$ cat src/rtl/promo_pkg.sv
package promo_pkg;
    typedef enum logic [1:0] {
        LVL_FAST = 2'd0,
        LVL_MID  = 2'd1,
        LVL_SLOW = 2'd2,
        LVL_NONE = 2'd3
    } lvl_e;

    typedef enum logic [1:0] {
        OP_INSTALL = 2'd0,
        OP_REMOVE  = 2'd1,
        OP_EVICT   = 2'd2,
        OP_MARK    = 2'd3
    } op_e;

    typedef enum logic [2:0] {
        ST_IDLE,
        ST_EVICT,
        ST_REMOVE,
        ST_INSTALL,
        ST_MARK
    } state_e;
endpackage

$ cat src/rtl/promo_cnt_bank.sv
module promo_cnt_bank #(
    parameter int IDX_W = 4,
    parameter int CNT_W = 9
) (
    input  logic             clk,
    input  logic             rst_n,
    input  logic             clr_all,
    input  logic             inc_en,
    input  logic [IDX_W-1:0] inc_idx,
    input  logic             clr_a_en,
    input  logic [IDX_W-1:0] clr_a_idx,
    input  logic             clr_b_en,
    input  logic [IDX_W-1:0] clr_b_idx,
    input  logic [IDX_W-1:0] rd_idx,
    output logic [CNT_W-1:0] rd_cnt
);
    localparam int DEPTH = 1 << IDX_W;
    localparam logic [CNT_W-1:0] CNT_MAX = '1;

    logic [CNT_W-1:0] cnt_q [DEPTH];

    for (genvar g = 0; g < DEPTH; g++) begin : g_slot
        localparam logic [IDX_W-1:0] SLOT = IDX_W'(g);
        logic hit_a, hit_b, hit_i;
        assign hit_a = clr_a_en && (clr_a_idx == SLOT);
        assign hit_b = clr_b_en && (clr_b_idx == SLOT);
        assign hit_i = inc_en && (inc_idx == SLOT);

        always_ff @(posedge clk or negedge rst_n) begin
            if (!rst_n) begin
                cnt_q[g] <= '0;
            end else if (clr_all || hit_a || hit_b) begin
                cnt_q[g] <= '0;
            end else if (hit_i && (cnt_q[g] != CNT_MAX)) begin
                cnt_q[g] <= cnt_q[g] + 1'b1;
            end
        end
    end

    assign rd_cnt = cnt_q[rd_idx];
endmodule

$ cat src/rtl/promo_occ.sv
module promo_occ #(
    parameter int CAP   = 20000,
    parameter int OCC_W = 16
) (
    input  logic             clk,
    input  logic             rst_n,
    input  logic             inc,
    input  logic             dec,
    output logic [OCC_W-1:0] occ,
    output logic             full
);
    localparam logic [OCC_W-1:0] CAP_V = OCC_W'(CAP);

    logic [OCC_W-1:0] occ_q;

    always_ff @(posedge clk or negedge rst_n) begin
        if (!rst_n) begin
            occ_q <= '0;
        end else if (inc && !dec && (occ_q != CAP_V)) begin
            occ_q <= occ_q + 1'b1;
        end else if (dec && !inc && (occ_q != '0)) begin
            occ_q <= occ_q - 1'b1;
        end
    end

    assign occ  = occ_q;
    assign full = (occ_q >= CAP_V);
endmodule

$ cat src/rtl/promo_thresh.sv
module promo_thresh #(
    parameter int CNT_W        = 9,
    parameter int FAST_TH_WARM = 15,
    parameter int FAST_TH_HOT  = 300,
    parameter int MID_TH_WARM  = 1,
    parameter int MID_TH_HOT   = 100
) (
    input  logic             src_is_mid,
    input  logic             fast_full,
    input  logic             mid_full,
    output logic [CNT_W-1:0] thresh,
    output logic             dst_full
);
    localparam logic [CNT_W-1:0] FW = CNT_W'(FAST_TH_WARM);
    localparam logic [CNT_W-1:0] FH = CNT_W'(FAST_TH_HOT);
    localparam logic [CNT_W-1:0] MW = CNT_W'(MID_TH_WARM);
    localparam logic [CNT_W-1:0] MH = CNT_W'(MID_TH_HOT);

    always_comb begin
        if (src_is_mid) begin
            dst_full = fast_full;
            thresh   = fast_full ? FH : FW;
        end else begin
            dst_full = mid_full;
            thresh   = mid_full ? MH : MW;
        end
    end
endmodule

$ cat src/rtl/route_promo_ctrl.sv
module route_promo_ctrl
    import promo_pkg::*;
#(
    parameter int IDX_W        = 4,
    parameter int FAST_CAP     = 20000,
    parameter int MID_CAP      = 40000,
    parameter int FAST_TH_WARM = 15,
    parameter int FAST_TH_HOT  = 300,
    parameter int MID_TH_WARM  = 1,
    parameter int MID_TH_HOT   = 100
) (
    input  logic             clk,
    input  logic             rst_n,
    input  logic             tick_min,
    input  logic             hit_valid,
    output logic             hit_ready,
    input  logic [IDX_W-1:0] hit_idx,
    input  logic [1:0]       hit_lvl,
    input  logic [IDX_W-1:0] fast_victim,
    input  logic [IDX_W-1:0] mid_victim,
    output logic             cmd_valid,
    input  logic             cmd_ready,
    output logic [1:0]       cmd_op,
    output logic [1:0]       cmd_lvl,
    output logic [IDX_W-1:0] cmd_idx
);
    localparam int TH_A   = (FAST_TH_WARM > FAST_TH_HOT) ? FAST_TH_WARM : FAST_TH_HOT;
    localparam int TH_B   = (MID_TH_WARM > MID_TH_HOT) ? MID_TH_WARM : MID_TH_HOT;
    localparam int TH_MAX = (TH_A > TH_B) ? TH_A : TH_B;
    localparam int CNT_W  = $clog2(TH_MAX + 1);
    localparam int CAP_MX = (FAST_CAP > MID_CAP) ? FAST_CAP : MID_CAP;
    localparam int OCC_W  = $clog2(CAP_MX + 1);
    localparam int NLVL   = 2;

    state_e state_q, state_d;

    logic [IDX_W-1:0] pr_idx_q, vic_q;
    logic             src_mid_q, need_ev_q;

    logic             hit_fire, cmd_fire, counted, src_is_mid, promote;
    logic [CNT_W-1:0] cur_cnt, nxt_cnt, thresh;
    logic             dst_full;

    logic [OCC_W-1:0] occ_lv [NLVL];
    logic             full_lv [NLVL];
    logic             occ_inc [NLVL];
    logic             occ_dec [NLVL];
    logic [OCC_W-1:0] f_occ, m_occ;

    assign hit_ready  = (state_q == ST_IDLE);
    assign hit_fire   = hit_valid && hit_ready;
    assign cmd_fire   = cmd_valid && cmd_ready;
    assign src_is_mid = (hit_lvl == LVL_MID);
    assign counted    = (hit_lvl == LVL_MID) || (hit_lvl == LVL_SLOW);
    assign nxt_cnt    = (cur_cnt == '1) ? cur_cnt : cur_cnt + 1'b1;
    assign promote    = counted && (nxt_cnt >= thresh);

    promo_cnt_bank #(.IDX_W(IDX_W), .CNT_W(CNT_W)) u_cnt (
        .clk       (clk),
        .rst_n     (rst_n),
        .clr_all   (tick_min),
        .inc_en    (hit_fire && counted && !promote),
        .inc_idx   (hit_idx),
        .clr_a_en  (hit_fire && promote),
        .clr_a_idx (hit_idx),
        .clr_b_en  (cmd_fire && (state_q == ST_EVICT)),
        .clr_b_idx (vic_q),
        .rd_idx    (hit_idx),
        .rd_cnt    (cur_cnt)
    );

    promo_thresh #(
        .CNT_W(CNT_W), .FAST_TH_WARM(FAST_TH_WARM), .FAST_TH_HOT(FAST_TH_HOT),
        .MID_TH_WARM(MID_TH_WARM), .MID_TH_HOT(MID_TH_HOT)
    ) u_th (
        .src_is_mid (src_is_mid),
        .fast_full  (full_lv[0]),
        .mid_full   (full_lv[1]),
        .thresh     (thresh),
        .dst_full   (dst_full)
    );

    // level 0 is the fast cache, level 1 the mid cache
    for (genvar g = 0; g < NLVL; g++) begin : g_lvl
        promo_occ #(
            .CAP   ((g == 0) ? FAST_CAP : MID_CAP),
            .OCC_W (OCC_W)
        ) u_occ (
            .clk   (clk),
            .rst_n (rst_n),
            .inc   (occ_inc[g]),
            .dec   (occ_dec[g]),
            .occ   (occ_lv[g]),
            .full  (full_lv[g])
        );
    end

    assign f_occ = occ_lv[0];
    assign m_occ = occ_lv[1];

    always_comb begin
        occ_inc[0] = cmd_fire && (state_q == ST_INSTALL) && src_mid_q;
        occ_dec[0] = cmd_fire && (state_q == ST_EVICT) && src_mid_q;
        occ_inc[1] = cmd_fire && (state_q == ST_INSTALL) && !src_mid_q;
        occ_dec[1] = cmd_fire && (((state_q == ST_EVICT) && !src_mid_q)
                                  || (state_q == ST_REMOVE));
    end

    // state register
    always_ff @(posedge clk or negedge rst_n) begin
        if (!rst_n) begin
            state_q   <= ST_IDLE;
            pr_idx_q  <= '0;
            vic_q     <= '0;
            src_mid_q <= 1'b0;
            need_ev_q <= 1'b0;
        end else begin
            state_q <= state_d;
            if (hit_fire && promote) begin
                pr_idx_q  <= hit_idx;
                src_mid_q <= src_is_mid;
                need_ev_q <= dst_full;
                vic_q     <= src_is_mid ? fast_victim : mid_victim;
            end
        end
    end

    // next state
    always_comb begin
        state_d = state_q;
        unique case (state_q)
            ST_IDLE: begin
                if (hit_fire && promote) begin
                    if (dst_full)        state_d = ST_EVICT;
                    else if (src_is_mid) state_d = ST_REMOVE;
                    else                 state_d = ST_INSTALL;
                end
            end
            ST_EVICT: begin
                if (cmd_fire) state_d = src_mid_q ? ST_REMOVE : ST_INSTALL;
            end
            ST_REMOVE: begin
                if (cmd_fire) state_d = ST_INSTALL;
            end
            ST_INSTALL: begin
                if (cmd_fire) state_d = src_mid_q ? ST_IDLE : ST_MARK;
            end
            ST_MARK: begin
                if (cmd_fire) state_d = ST_IDLE;
            end
            default: state_d = ST_IDLE;
        endcase
    end

    // outputs
    always_comb begin
        cmd_valid = 1'b1;
        cmd_op    = OP_INSTALL;
        cmd_lvl   = src_mid_q ? LVL_FAST : LVL_MID;
        cmd_idx   = pr_idx_q;
        unique case (state_q)
            ST_IDLE: begin
                cmd_valid = 1'b0;
            end
            ST_EVICT: begin
                cmd_op  = OP_EVICT;
                cmd_idx = vic_q;
            end
            ST_REMOVE: begin
                cmd_op  = OP_REMOVE;
                cmd_lvl = LVL_MID;
            end
            ST_INSTALL: begin
                cmd_op = OP_INSTALL;
            end
            ST_MARK: begin
                cmd_op  = OP_MARK;
                cmd_lvl = LVL_SLOW;
            end
            default: cmd_valid = 1'b0;
        endcase
    end

    logic unused_ok;
    assign unused_ok = need_ev_q;
endmodule

$ cat config.mk
export PLATFORM = sky130hd
export DESIGN_NAME = route_promo_ctrl
export DESIGN_NICKNAME = d
export VERILOG_FILES = /design/src/rtl/promo_pkg.sv /design/src/rtl/promo_cnt_bank.sv /design/src/rtl/promo_occ.sv /design/src/rtl/promo_thresh.sv /design/src/rtl/route_promo_ctrl.sv
export SDC_FILE = /design/constraint.sdc
export NUM_CORES = 1
export LEC_CHECK = 0
export ABC_AREA = 1
export BUFFER_PORTS_ARGS = -buffer_cell sky130_fd_sc_hd__buf_2
export CAP_MARGIN = 20
export CORE_ASPECT_RATIO = 2
export CORE_MARGIN = 1
export CORE_UTILIZATION = 65
export DETAILED_ROUTE_END_ITERATION = 10
export PLACE_DENSITY = 0.82
export RECOVER_POWER = 50
export SLEW_MARGIN = 10
export SYNTH_ARGS = -nofsm -noshare
export SYNTH_HDL_FRONTEND = slang
export SYNTH_HIERARCHICAL = 1
export SYNTH_SLANG_ARGS = --single-unit
$ cat constraint.sdc
create_clock -name clk -period 6 [get_ports clk]
set_input_delay 0.6 -clock clk [delete_from_list [all_inputs] [get_ports clk]]
set_output_delay 0.6 -clock clk [all_outputs]
set_load 0.01 [all_outputs]
== Word level (Yosys, flattened, before mapping) ==
Index checks and enable logic that the tools add are counted.

* Register bits after elaboration: 188
* Output and inout bits: 10
* Word-level logic and storage cells: 318

* $add $sub $neg: 21
* $lt $le $gt $ge: 4
* Equal/unequal tests: 60
* Mux-type cells: 60
* Bitwise gates (word level): 1
* Reductions and logical operators: 150

{| class="wikitable"
|+ Operators by type and width
! cell !! number
|-
| $mux W9 || 37
|-
| $add A9 B1 Y9 const B || 17
|-
| $ne A9 B9 Y1 const B || 16
|-
| $logic_and A1 B1 Y1 || 85
|-
| $eq A4 B4 Y1 const B || 16
|-
| $mux W16 || 4
|-
| $bmux W9 S4 || 1
|-
| $reduce_bool A2 Y1 || 18
|-
| $logic_or A1 B1 Y1 || 34
|-
| $add A16 B1 Y16 const B || 2
|-
| $eq A4 B3 Y1 const B || 8
|-
| $reduce_bool A16 Y1 || 2
|-
| $sub A16 B1 Y16 const B || 2
|-
| $mux W3 || 6
|-
| $eq A4 B2 Y1 const B || 4
|-
| $ge A16 B15 Y1 const B || 1
|-
| $ge A16 B16 Y1 const B || 1
|-
| $ne A16 B15 Y1 const B || 1
|-
| $ne A16 B16 Y1 const B || 1
|-
| $pmux W3 S5 || 1
|-
| $eq A9 B9 Y1 const B || 1
|-
| $ge A9 B9 Y1 || 1
|-
| $eq A4 B1 Y1 const B || 2
|-
| $logic_not A4 Y1 || 2
|-
| other kinds (19) || 33
|}

== Longest topological paths before layout ==
* Word-level depth: 14
* Mapped depth: 33

== By module ==
The synthesis kept the hierarchy.

{| class="wikitable"
|+ Modules (own cells, without submodules)
! module !! instances !! cells each !! area an instance (um^2) !! seq. area each (um^2)
|-
| promo_cnt_bank || 1 || 1,572 || 10,055.9 || 3,603.5
|-
| promo_occ (g_lvl[0].u_occ) || 1 || 256 || 1,622.8 || 400.4
|-
| promo_occ (g_lvl[1].u_occ) || 1 || 254 || 1,619.1 || 400.4
|-
| route_promo_ctrl || 1 || 159 || 1,146.1 || 300.3
|-
| promo_thresh || 1 || 17 || 81.3 || 0.0
|}

== Worst setup path after synthesis ==
No wires, ideal clock.

* Path type: input-to-reg
* Start: input port hit_idx[0]
* End: register u_cnt/cnt_q[117] in the netlist's numbering
* Setup time: 0.121 ns
* Data arrival time: 4.319 ns
* Required time: 5.879 ns
* Slack: 1.559 ns
* Stages on the path: 26
* Path buffers: 4
* Cells stage by stage: clkbuf_1 -> clkbuf_1 -> buf_2 -> nand2_1 -> o211ai_1 -> nand3_1 -> nand3_1 -> nand2_1 -> ha_1 -> nand3_1 -> nor2_1 -> nand2_1 -> mux2_2 -> ha_1 -> nand2_1 -> nor2_1 -> nand2_1 -> nand3_1 -> nand2_1 -> nand2_1 -> nor2_1 -> nand3_4 -> nor2_4 -> buf_6 -> xor2_1 -> nor2_1

* Cells in the longest elaborated chain, start to end: 13

{| class="wikitable"
|+ RTL lines
! item !! RTL line !! RTL
|-
| start: declaration || route_promo_ctrl.sv:17 || <nowiki>input logic [IDX_W-1:0] hit_idx,</nowiki>
|-
| $not A4 Y5 (implied by the code) * || promo_cnt_bank.sv:40 || <nowiki>assign rd_cnt = cnt_q[rd_idx];</nowiki>
|-
| $bmux W9 S4 * || promo_cnt_bank.sv:40 ||
|-
| $mux W9 (implied by the code) * (2 in series) || promo_cnt_bank.sv:40 ||
|-
| net cur_cnt[0] || route_promo_ctrl.sv:41 || <nowiki>logic [CNT_W-1:0] cur_cnt, nxt_cnt, thresh;</nowiki>
|-
| $add A9 B1 Y9 or $eq A9 B9 Y1 (tied branches) || route_promo_ctrl.sv:55 || <nowiki>assign nxt_cnt = (cur_cnt == '1) ? cur_cnt : cur_cnt + 1'b1;</nowiki>
|-
| $mux W9 * || route_promo_ctrl.sv:55 ||
|-
| $ge A9 B9 Y1 * || route_promo_ctrl.sv:56 || <nowiki>assign promote = counted && (nxt_cnt >= thresh);</nowiki>
|-
| $logic_and A1 B1 Y1 * || route_promo_ctrl.sv:56 ||
|-
| $logic_and A1 B1 Y1 or $logic_not A1 Y1 (tied branches) || route_promo_ctrl.sv:64, route_promo_ctrl.sv:62 ||
|-
| $logic_and A1 B1 Y1 (on tied branches) || promo_cnt_bank.sv:25, route_promo_ctrl.sv:62 ||
|-
| $logic_or A1 B1 Y1 or $logic_and A1 B1 Y1 (tied branches) || promo_cnt_bank.sv:32, promo_cnt_bank.sv:27 ||
|-
| $logic_or A1 B1 Y1 or $logic_and A1 B1 Y1 (tied branches) || promo_cnt_bank.sv:32, promo_cnt_bank.sv:34 ||
|-
| $mux W9 or $reduce_bool A2 Y1 (tied branches) || -- ||
|-
| end signal: indexed assignment || promo_cnt_bank.sv:35 || <nowiki>cnt_q[g] <= cnt_q[g] + 1'b1;</nowiki>
|-
| end: declaration || promo_cnt_bank.sv:20 || <nowiki>logic [CNT_W-1:0] cnt_q [DEPTH];</nowiki>
|}

Mark *: on every way through the listed nets, which the timed path passes. The rest lies on a longest branch. The select of a mux whose other input is x is not followed.
A chain may end at the register's enable or synchronous reset.

== Worst setup path in the final report ==
* Start: input port hit_idx[0]
* End: register u_cnt/cnt_q[142] in the netlist's numbering

The elaborated chain is that of the path after synthesis.

==> flow_results.org <==
** Outcome
- Outcome :: complete, but fails checks
- Failing checks :: max-capacitance violations, max-slew violations

** Clocking
- Clock-pin transition on the worst setup and hold timing paths :: around 70 ps
- CTS saw 188 sinks.
- Clock tree from TritonCTS :: yes
- In this run the post-CTS setup repair buffer count came out at 0.
- Cells resized by post-CTS repair :: 0
- Counting the buffers created by CTS gives 17.
- Clock buffer depth :: 2
- Clock H-tree levels :: 4
- Insertion delay of the later-clocked pin in the worst-skew pair :: ~460 ps
- The tree is rooted in a clkbuf_16.
- Number of hold buffers added after CTS :: 0

** Power and ir drop
- In this run switching power makes up roughly two fifths of total power.
- Leakage power total :: 0.00788 uW
- Per report_power, the sequential group accounts for a little under a third of the total.
- Power density over the cells :: between 300 and 400 mW/mm^2
- The analysis attributes to net switching a power of 2070 uW.
- Part of the total power dissipated in the clock network :: between 20% and 30%
- Internal :: around 2900 uW
- The share of total power dissipated in combinational logic is 44.2%.
- Worst voltage drop across the vdd grid :: approximately 0.32 mV

** Synthesis
- nand2_1 is the most common cell in the netlist.
- Async set-or-reset flop fraction in the synthesized netlist :: 100%
- Each instance of the synthesized netlist takes up on average around 6.4 um^2.
- Yosys mapped a number of flops with a built-in enable equal to 0.
- Post-synthesis instance total :: 2258
- Count of synthesis-stage warnings from yosys :: 6
- Unique cell type count in the Yosys netlist :: 46
- Dominant synthesized flop cell :: dfrtp_1
- Sequential elements use 32.4% of the synthesized area.
- Most instantiated cells after synthesis :: nand2_1 (775), inv_1 (294), nor2_1 (293)
- Library cell occupying the most area in the post-synthesis netlist :: dfrtp_1
- Synthesis inferred 188 register bits.
- Summing every instance area after synthesis gives between 0.01 and 0.015 mm^2.
- Yosys attributes the largest share of cell area to dfrtp_1 (32%), nand2_1 (20%), nand3_1 (8.7%), inv_1 (7.6%), nor2_1 (7.6%).
- Share of the synthesized area in the top cell type :: between 30% and 40%

** Global routing
- GRT Total Usage :: a little over a third
- After global routing the overflow that remains totals 0.
- After global routing, the most crowded layer is met2.
- Vias in the first global route :: approximately 14000
- Met2 demand-to-capacity share in global routing :: 65.0%
- Fraction of met1 tracks used by global routing :: 34.8%
- Global routing consumed, on the met3 layer, 5.35% of the routing resources.
- Antenna violations before repair :: 0
- Largest net degree at the start of global routing :: 97
- The first global-routing pass estimated ~62000 um of wire.

** Hold path
- The path class of the tightest hold or removal check is input port to asynchronous set/reset pin.

** Setup path
- In this design, the stage delay of the slowest critical-path cell is ~610 ps.
- Most used cell along the critical path :: nand2_1
- For the worst setup path, the data arrival time is ~5000 ps.
- The worst setup path is launched from an input port.
- The critical path is of the input port to flip-flop type.
- The worst setup path is captured at a flip-flop.
- Largest fanout of any net on the critical path :: 63
- Cell family with most CP delay :: simple AND/OR/NAND/NOR gates
- STA puts the critical path data required time at around 6300 ps.
- The number of buffers and inverters on the critical path is 4.
- Slowest-stage cell, CP :: nor2_1

** Die
- Top-level I/O count :: 29
- Area of the placeable core :: 0.0220 mm^2
- Row generation in the floorplan step produced 77 rows.
- Overall die area :: 0.0230 mm^2
- Width of the die :: ~110 um
- Starting density of the core :: approximately 66%
- Die boundary height :: 213 um

** Final layout
- # nets final :: ~2400
- In the final layout, the share of cells above drive strength 1 is 5.58%.
- The repair_antennas step left the layout with diodes totalling 0.
- From synthesis to final layout, the design area changed by 5.69%.

** Job
- The tool flagged a number of max-cap violations equal to 1.

** Routing
- Detailed routing inserted a total of about 14000 vias.
- DRT iter0 DRCs :: approximately 970
- The count of nets left with antenna violations once routing finished came out at 0.
- After detailed routing, the number of remaining DRC violations is 0.
- Final Routed Wirelength :: ~38000 um
- First-pass DRT Iterations :: 6
- WL/cell :: 14.9 um
- After detailed routing, the number of vias per cell comes to ~5.6.

** Place
- During placement, the flow inserted port buffers numbering 28.
- At the end of routability-driven placement, the weighted congestion stood at a little under 1.
- Detailed placement ended at an HPWL of around 29000 um.

** Timing
- The worst path in the final design needs a cycle of between 4000 and 5000 ps, including I/O delays and setup.
- Setup repair after global routing left no endpoint under its margin.
- Upper clock frequency limit :: 0.216 GHz
- At the pin with the least slew margin, the transition time is roughly 3700 ps.
- In the finished design, the share of the clock period the worst path needs comes to 77.3%.
- Tightest hold margin :: approximately 200 ps
- Setup violations remaining at the end of the flow were counted as 0.
- Worst max-slew margin expressed relative to the limit :: -147%
- For the final database, setup skew stands at between 7 and 8 ps.
- Pins Over Slew Limit :: 69
- The final hold violation count is 0.
- Adding up every negative setup slack in the final design gives 0 ps.
==> placed cells by master (no fill, tap or decap), types with 12 or more instances in the layout <==
cell,netlist,final
nand4_1,14,14
nor2_4,12,12
nand3b_1,17,17
nand2_1,775,776
nand3_1,253,255
dfrtp_1,188,188
inv_1,294,294
a21oi_1,81,81
nor3_1,38,38
xor2_1,21,21
nor2_1,293,294
o21ai_0,45,45
ha_1,73,73
o211ai_1,13,13
clkbuf_16,0,17
buf_2,10,25
==> power by group through the flow <==
stage,combinational [uW],sequential [uW],clock [uW]
3_5_place_dp,2170,1580,0
5_1_grt,2480,1580,1270
2_1_floorplan,1730,1540,0
4_1_cts,2180,1560,1210
6_report,2180,1560,1190
3_3_place_gp,2100,1570,0
==> registers in the layout, indices dropped and copies added, names as in the netlist <==
name,count
u_cnt/cnt_q,144
g_lvl.u_occ/occ,32
pr_idx_q,4
vic_q,4
state_q,3
src_mid_q,1
==> cell families (layout without fill, tap and decap cells) <==
group / after synthesis / count (layout) / share of synthesized area, %
AO/OA/AOI/OAI: 154 / 154 / 5.75
XOR/XNOR: 29 / 29 / 1.75
adder cells (fa/ha/maj): 75 / 75 / 6.56
buffers and inverters: 355 / 373 / 10.2
flip-flops: 188 / 188 / 32.4
multiplexers: 9 / 9 / 0.663
other: 1 / 2 / 0.0258
AND/OR/NAND/NOR: 1447 / 1447 / 42.6
==> per-layer routing <==
metal  routed length (um)  vias to the layer above
met4                 2670                        0
li1                     -                     7107
met3                 1520                      173
met1                13800                     6551
met5                    0                        -
met2                20100                      432
==> metrics by stage <==
stage	power, uW	instances	setup WS [ps]	utilization (%)	cell area [um^2]
2_1_floorplan	3270	2259	1560	-	14500
3_3_place_gp	3680	2522	1010	67.3	14800
3_5_place_dp	3750	2522	963	67.3	14800
4_1_cts	4940	2553	1390	70.1	15400
5_1_grt	5330	2553	880	69.9	15400
6_report	4940	2553	1360	69.9	15400
==> area by class of cell <==
type	count	area (um^2)
tap	276	345
timing repair buffer	38	230
sequential	188	4700
inverter	304	1150
multi-input combinational	1716	8310
clock inverter	11	143
clock buffer	20	467
fill	2024	6620
==> path summary, 6_finish.rpt <==
path	from	endpoint	slack, ps	cells after the start
setup / recovery	hit_idx[0]	u_cnt/cnt_q[142]$_DFFE_PN0P_	1360	26
hold / removal	rst_n	u_cnt/cnt_q[23]$_DFFE_PN0P_	200	1
setup reg to reg	u_cnt/cnt_q[28]$_DFFE_PN0P_	u_cnt/cnt_q[142]$_DFFE_PN0P_	1540	24
hold reg to reg	pr_idx_q[0]$_DFFE_PN0P_	pr_idx_q[0]$_DFFE_PN0P_	490	2
max in group asynchronous	rst_n	pr_idx_q[2]$_DFFE_PN0P_	1810	2
min in group clk	cmd_ready	state_q[2]$_DFFE_PN0P_	370	2
No activity file was read; power rests on OpenSTA's default activity.
